--- config.mk ---
export PLATFORM = sky130hd
export DESIGN_NAME = wr_lane_ctrl
export DESIGN_NICKNAME = d
export VERILOG_FILES = /design/src/rtl/wlc_pkg.sv /design/src/rtl/wlc_rst_sync.sv /design/src/rtl/wlc_chip_sel.sv /design/src/rtl/wlc_mask_decode.sv /design/src/rtl/wlc_lane_reg.sv /design/src/rtl/wr_lane_ctrl.sv
export SDC_FILE = /design/constraint.sdc
export NUM_CORES = 1
export LEC_CHECK = 0
export BUFFER_PORTS_ARGS = -buffer_cell sky130_fd_sc_hd__buf_2
export CAP_MARGIN = 20
export CORE_ASPECT_RATIO = 2
export CORE_MARGIN = 2
export CORE_UTILIZATION = 49
export CTS_BUF_LIST = sky130_fd_sc_hd__clkbuf_8 sky130_fd_sc_hd__clkbuf_16
export CTS_CLUSTER_SIZE = 30
export DETAILED_ROUTE_END_ITERATION = 8
export PLACE_DENSITY = 0.91
export SYNTH_ARGS = -nofsm -noshare
export SYNTH_HDL_FRONTEND = slang
export SYNTH_HIERARCHICAL = 1
export SYNTH_SLANG_ARGS = --single-unit
--- constraint.sdc ---
create_clock -name clk -period 2.6 [get_ports clk]
set_input_delay 0.26 -clock clk [delete_from_list [all_inputs] [get_ports clk]]
set_output_delay 0.26 -clock clk [all_outputs]
set_load 0.05 [all_outputs]
--- src/rtl/wlc_pkg.sv ---
package wlc_pkg;

  // Kind of cycle decoded from the sampled controls
  typedef enum logic [1:0] {
    CYC_IDLE   = 2'd0,
    CYC_READ   = 2'd1,
    CYC_BYTE   = 2'd2,
    CYC_GLOBAL = 2'd3
  } wlc_cyc_e;

endpackage

--- src/rtl/wlc_rst_sync.sv ---
module wlc_rst_sync #(
  parameter int STAGES = 2
) (
  input  logic clk,
  input  logic rst_n,
  output logic rst_sync_n
);

  logic [STAGES-1:0] chain_q;
  logic [STAGES-1:0] chain_nxt;

  always_comb begin
    chain_nxt = {chain_q[STAGES-2:0], 1'b1};
  end

  always_ff @(posedge clk or negedge rst_n) begin
    if (!rst_n) begin
      chain_q <= '0;
    end else begin
      chain_q <= chain_nxt;
    end
  end

  assign rst_sync_n = chain_q[STAGES-1];

endmodule

--- src/rtl/wlc_chip_sel.sv ---
module wlc_chip_sel (
  input  logic cs_lo_a_n,
  input  logic cs_lo_b_n,
  input  logic cs_hi,
  output logic selected
);

  always_comb begin
    selected = (~cs_lo_a_n) & (~cs_lo_b_n) & cs_hi;
  end

endmodule

--- src/rtl/wlc_mask_decode.sv ---
module wlc_mask_decode
  import wlc_pkg::*;
#(
  parameter int LANES = 4
) (
  input  logic             selected,
  input  logic             all_wr_n,
  input  logic             lane_wr_en_n,
  input  logic [LANES-1:0] lane_sel_n,
  output wlc_cyc_e         cyc_kind,
  output logic [LANES-1:0] mask_nxt
);

  // Priority: chip select gates all, then global write, then byte write
  always_comb begin
    cyc_kind = CYC_IDLE;
    mask_nxt = '0;
    if (selected) begin
      if (!all_wr_n) begin
        cyc_kind = CYC_GLOBAL;
        mask_nxt = '1;
      end else if (!lane_wr_en_n) begin
        cyc_kind = CYC_BYTE;
        mask_nxt = ~lane_sel_n;
      end else begin
        cyc_kind = CYC_READ;
        mask_nxt = '0;
      end
    end
  end

endmodule

--- src/rtl/wlc_lane_reg.sv ---
module wlc_lane_reg #(
  parameter int LANE_W = 9
) (
  input  logic              clk,
  input  logic              rst_n,
  input  logic              load,
  input  logic [LANE_W-1:0] d,
  output logic [LANE_W-1:0] q
);

  logic [LANE_W-1:0] q_r;
  logic [LANE_W-1:0] q_nxt;

  always_comb begin
    q_nxt = q_r;
    if (load) begin
      q_nxt = d;
    end
  end

  always_ff @(posedge clk or negedge rst_n) begin
    if (!rst_n) begin
      q_r <= '0;
    end else begin
      q_r <= q_nxt;
    end
  end

  assign q = q_r;

endmodule

--- src/rtl/wr_lane_ctrl.sv ---
module wr_lane_ctrl
  import wlc_pkg::*;
#(
  parameter  int LANES       = 4,
  parameter  int LANE_DATA_W = 8,
  parameter  int ADDR_W      = 16,
  localparam int LANE_W      = LANE_DATA_W + 1,
  localparam int WORD_W      = LANES * LANE_W
) (
  input  logic              clk,
  input  logic              rst_n,
  input  logic              cs_lo_a_n,
  input  logic              cs_lo_b_n,
  input  logic              cs_hi,
  input  logic              all_wr_n,
  input  logic              lane_wr_en_n,
  input  logic [LANES-1:0]  lane_sel_n,
  input  logic [ADDR_W-1:0] addr_in,
  input  logic [WORD_W-1:0] wdata_in,
  output logic [LANES-1:0]  wr_mask,
  output logic              wr_valid,
  output logic [ADDR_W-1:0] wr_addr,
  output logic [WORD_W-1:0] wr_data
);

  logic             rst_sync_n;
  logic             selected;
  wlc_cyc_e         cyc_kind;
  logic [LANES-1:0] mask_nxt;

  logic [LANES-1:0]  mask_q;
  logic              valid_q;
  logic [ADDR_W-1:0] addr_q;
  logic              valid_nxt;
  logic [ADDR_W-1:0] addr_nxt;

  wlc_rst_sync #(.STAGES(2)) u_rst_sync (
    .clk        (clk),
    .rst_n      (rst_n),
    .rst_sync_n (rst_sync_n)
  );

  wlc_chip_sel u_chip_sel (
    .cs_lo_a_n (cs_lo_a_n),
    .cs_lo_b_n (cs_lo_b_n),
    .cs_hi     (cs_hi),
    .selected  (selected)
  );

  wlc_mask_decode #(.LANES(LANES)) u_mask_decode (
    .selected     (selected),
    .all_wr_n     (all_wr_n),
    .lane_wr_en_n (lane_wr_en_n),
    .lane_sel_n   (lane_sel_n),
    .cyc_kind     (cyc_kind),
    .mask_nxt     (mask_nxt)
  );

  // Next-state for the control registers
  always_comb begin
    valid_nxt = 1'b0;
    unique case (cyc_kind)
      CYC_GLOBAL: valid_nxt = 1'b1;
      CYC_BYTE:   valid_nxt = |mask_nxt;
      default:    valid_nxt = 1'b0;
    endcase
    addr_nxt = addr_q;
    if (valid_nxt) begin
      addr_nxt = addr_in;
    end
  end

  always_ff @(posedge clk or negedge rst_sync_n) begin
    if (!rst_sync_n) begin
      mask_q  <= '0;
      valid_q <= 1'b0;
      addr_q  <= '0;
    end else begin
      mask_q  <= mask_nxt;
      valid_q <= valid_nxt;
      addr_q  <= addr_nxt;
    end
  end

  // One clock-enabled register per lane: data bits and parity together
  for (genvar g = 0; g < LANES; g++) begin : g_lane
    wlc_lane_reg #(.LANE_W(LANE_W)) u_lane (
      .clk   (clk),
      .rst_n (rst_sync_n),
      .load  (mask_nxt[g]),
      .d     (wdata_in[g*LANE_W +: LANE_W]),
      .q     (wr_data[g*LANE_W +: LANE_W])
    );
  end

  assign wr_mask  = mask_q;
  assign wr_valid = valid_q;
  assign wr_addr  = addr_q;

endmodule

==> results_dict.tcl <==
set metrics [dict create \
    status "complete, no violations" \
    critPathLaunchType "input pin" \
    cts_buffer_depth 2 \
    drc_errors 0 \
    htreeDepth 3 \
    synth.area.top_cells "dfrtp_1 (61%), mux2_4 (28%), mux2_2 (3.3%)" \
    grt_busiest_layer "met2" \
    synthCells 132 \
    avgRoutedWirePerCell_um 15.9 \
    finClkSkew_ns 0.00326 \
    slew_viol_final 0 \
    peakVddDrop_mv 0.694 \
    fmax_mhz 562 \
    syn_area_um2 2410 \
    antenna_found_initial 0 \
    cts_tree "yes" \
    cts_resized 0 \
    cp.arrival_ns 2.00 \
    grtUsageMet1 0.222 \
    io_pins 120 \
    slew_headroom 0.406 \
    die-height_um 103 \
    grt_remaining_overflow 0 \
    area_growth_pct 36.3 \
    setup_viol_count_final 0 \
    routed_via_density 4.82 \
    row_count 36 \
    port_buffers 119 \
    antenna_left 0 \
    die_area_um2 5520 \
    clock_latency_ns 0.34 \
    cts.clk_slew.worst_paths_ns 0.07 \
    met2_usage 0.349 \
    min_period_ns 1.78 \
    slowest_delay_ns 0.54 \
    die_x_um 53.6 \
    tightest_slew_ns 0.891 \
    diodes 0 \
    post_cts_buffers 0 \
    synth_area_per_cell_um2 18.2 \
    root_buffer "clkbuf_8" \
    crit_chain "buf_2 -> nor3b_2 -> and2_1 -> or4_4 -> o21ai_4 -> buf_4 -> mux2_2" \
    yosys.cell_types.count 14 \
    post-route-cell-area_um2 3280 \
    final-hold-violation-count 0 \
    min_period_over_period 0.684 \
    synth_top_area_share 0.613 \
    crit_type "input pin to register" \
    rsz0062_at_grt "no" \
    setup_tns_ns 0 \
    final_util 0.681 \
    drt_iter0_markers 16 \
    crit_required_ns 2.82 \
    core_um2 4820 \
    use_met3 0.0594 \
    yosysSeqAreaShare 0.613 \
    dp_hpwl_mm 3.95 \
    nets 328 \
    ys_warn_count 6 \
    dpl.cell_count 310 \
    crit_slowest_cell "or4_4" \
    max_cap_viol_count 0 \
    cts_buffers 9 \
    grt_max_degree 43 \
    leakage_nw 1.78 \
    syn-num-nets 195 \
    start_util 0.499 \
    drt_wl_total_mm 5.18 \
    yosys_register_bits 59 \
    instances_no_fill 327 \
    drive_gt1_frac 0.730 \
    synth_area_leader_cell "dfrtp_1" \
    dr.pass1.iters 4 \
    grt_usage 0.208 \
    hold_class "input pin to register" \
    grt_pass1_vias 1641 \
    endpoint_kind "register" \
    cp_max_fo 17 \
    gp_congestion 0.780 \
    cts_hold_buf 1 \
    power.density_nw_per_um2 1060 \
    placed_area_um2 3060 \
    grt_pass1_wl_mm 7.83 \
    dr_total_vias 1577 \
    cts_sinks 59 \
]
## final timing paths
check	from	to	slack (ns)	cells after the start
min in group asynchronous	rst_n	u_rst_sync/chain_q[1]$_DFF_PN0_	0.25	2
worst min register to register	u_rst_sync/chain_q[0]$_DFF_PN0_	u_rst_sync/chain_q[1]$_DFF_PN0_	0.36	0
max in group asynchronous	u_rst_sync/chain_q[1]$_DFF_PN0_	g_lane[1].u_lane/q[8]$_DFFE_PN0P_	1.50	1
worst max-delay path	cs_hi	wr_addr[3]$_DFFE_PN0P_	0.82	7
worst max register to register	u_rst_sync/chain_q[1]$_DFF_PN0_	g_lane[1].u_lane/q[8]$_DFFE_PN0P_	1.50	1
worst min-delay path	wdata_in[4]	g_lane[0].u_lane/q[4]$_DFFE_PN0P_	0.15	2
## power breakdown
part | switching [mW] | leakage [nW] | internal (mW)
sequential | 0.125 | 0.717 | 1.13
clock | 0.342 | 0.114 | 0.528
combinational | 0.931 | 0.945 | 0.430
total | 1.40 | 1.78 | 2.09
## critical path: cells and delay by family
kind,cells,cell delay [ns]
multiplexers,1,0.37
AO/OA/AOI/OAI,1,0.12
buffers and inverters,2,0.37
AND/OR/NAND/NOR,3,0.86
## cell type report
cell class                      instances  area (um^2)
Clock inverter                          7         83.8
Tap cell                               57         71.3
Clock buffer                            9          124
Inverter                                2         7.51
Fill cell                             363         1540
Multi-Input combinational cell         66          858
Timing Repair Buffer                  127          658
Sequential cell                        59         1480
## Yosys cell counts (all sizes together)
master and instances:
and2 4, a21boi 2, dfrtp 59, mux2 52, nor3b 1, conb 1, inv 2, buf 5
or4 1, o21ai 5
## cell families after synthesis
group,synth area share
buffers and inverters,0.0301
AOI/OAI and AO/OA,0.0213
other,0.00156
and+or+nand+nor,0.0203
DFF,0.613
muxes,0.313
## registers in the layout, summed over array words and instances (netlist names)
register,flops
wr_addr,16
g_lane.u_lane/q,36
wr_mask,4
wr_valid,1
u_rst_sync/chain_q,2
## layer usage
layer | up-vias | routed length (um)
li1 | 724 | -
met1 | 771 | 1850
met2 | 70 | 2910
met3 | 12 | 300
met4 | 0 | 128
met5 | - | 0
## layout by cell type (no fill, tap or decap), drive strengths merged
master         n
inv            3
dlygate4sd3    1
nor3b          1
clkbuf         9
or4            1
conb           1
mux2          52
a21boi         2
bufinv         2
and2           4
o21ai          5
buf          126
dfrtp         59
clkinv         4
## through the flow
stage          hold slack (ns)  setup WS (ns)  power [mW]
2_1_floorplan          -0.0356          0.634        2.30
3_3_place_gp            0.0452          0.506        2.60
3_5_place_dp            0.0473          0.464        2.63
4_1_cts                  0.125          0.839        3.53
5_1_grt                  0.134          0.759        3.64
6_report                 0.151          0.822        3.48
No activity file was read; power rests on OpenSTA's default activity.
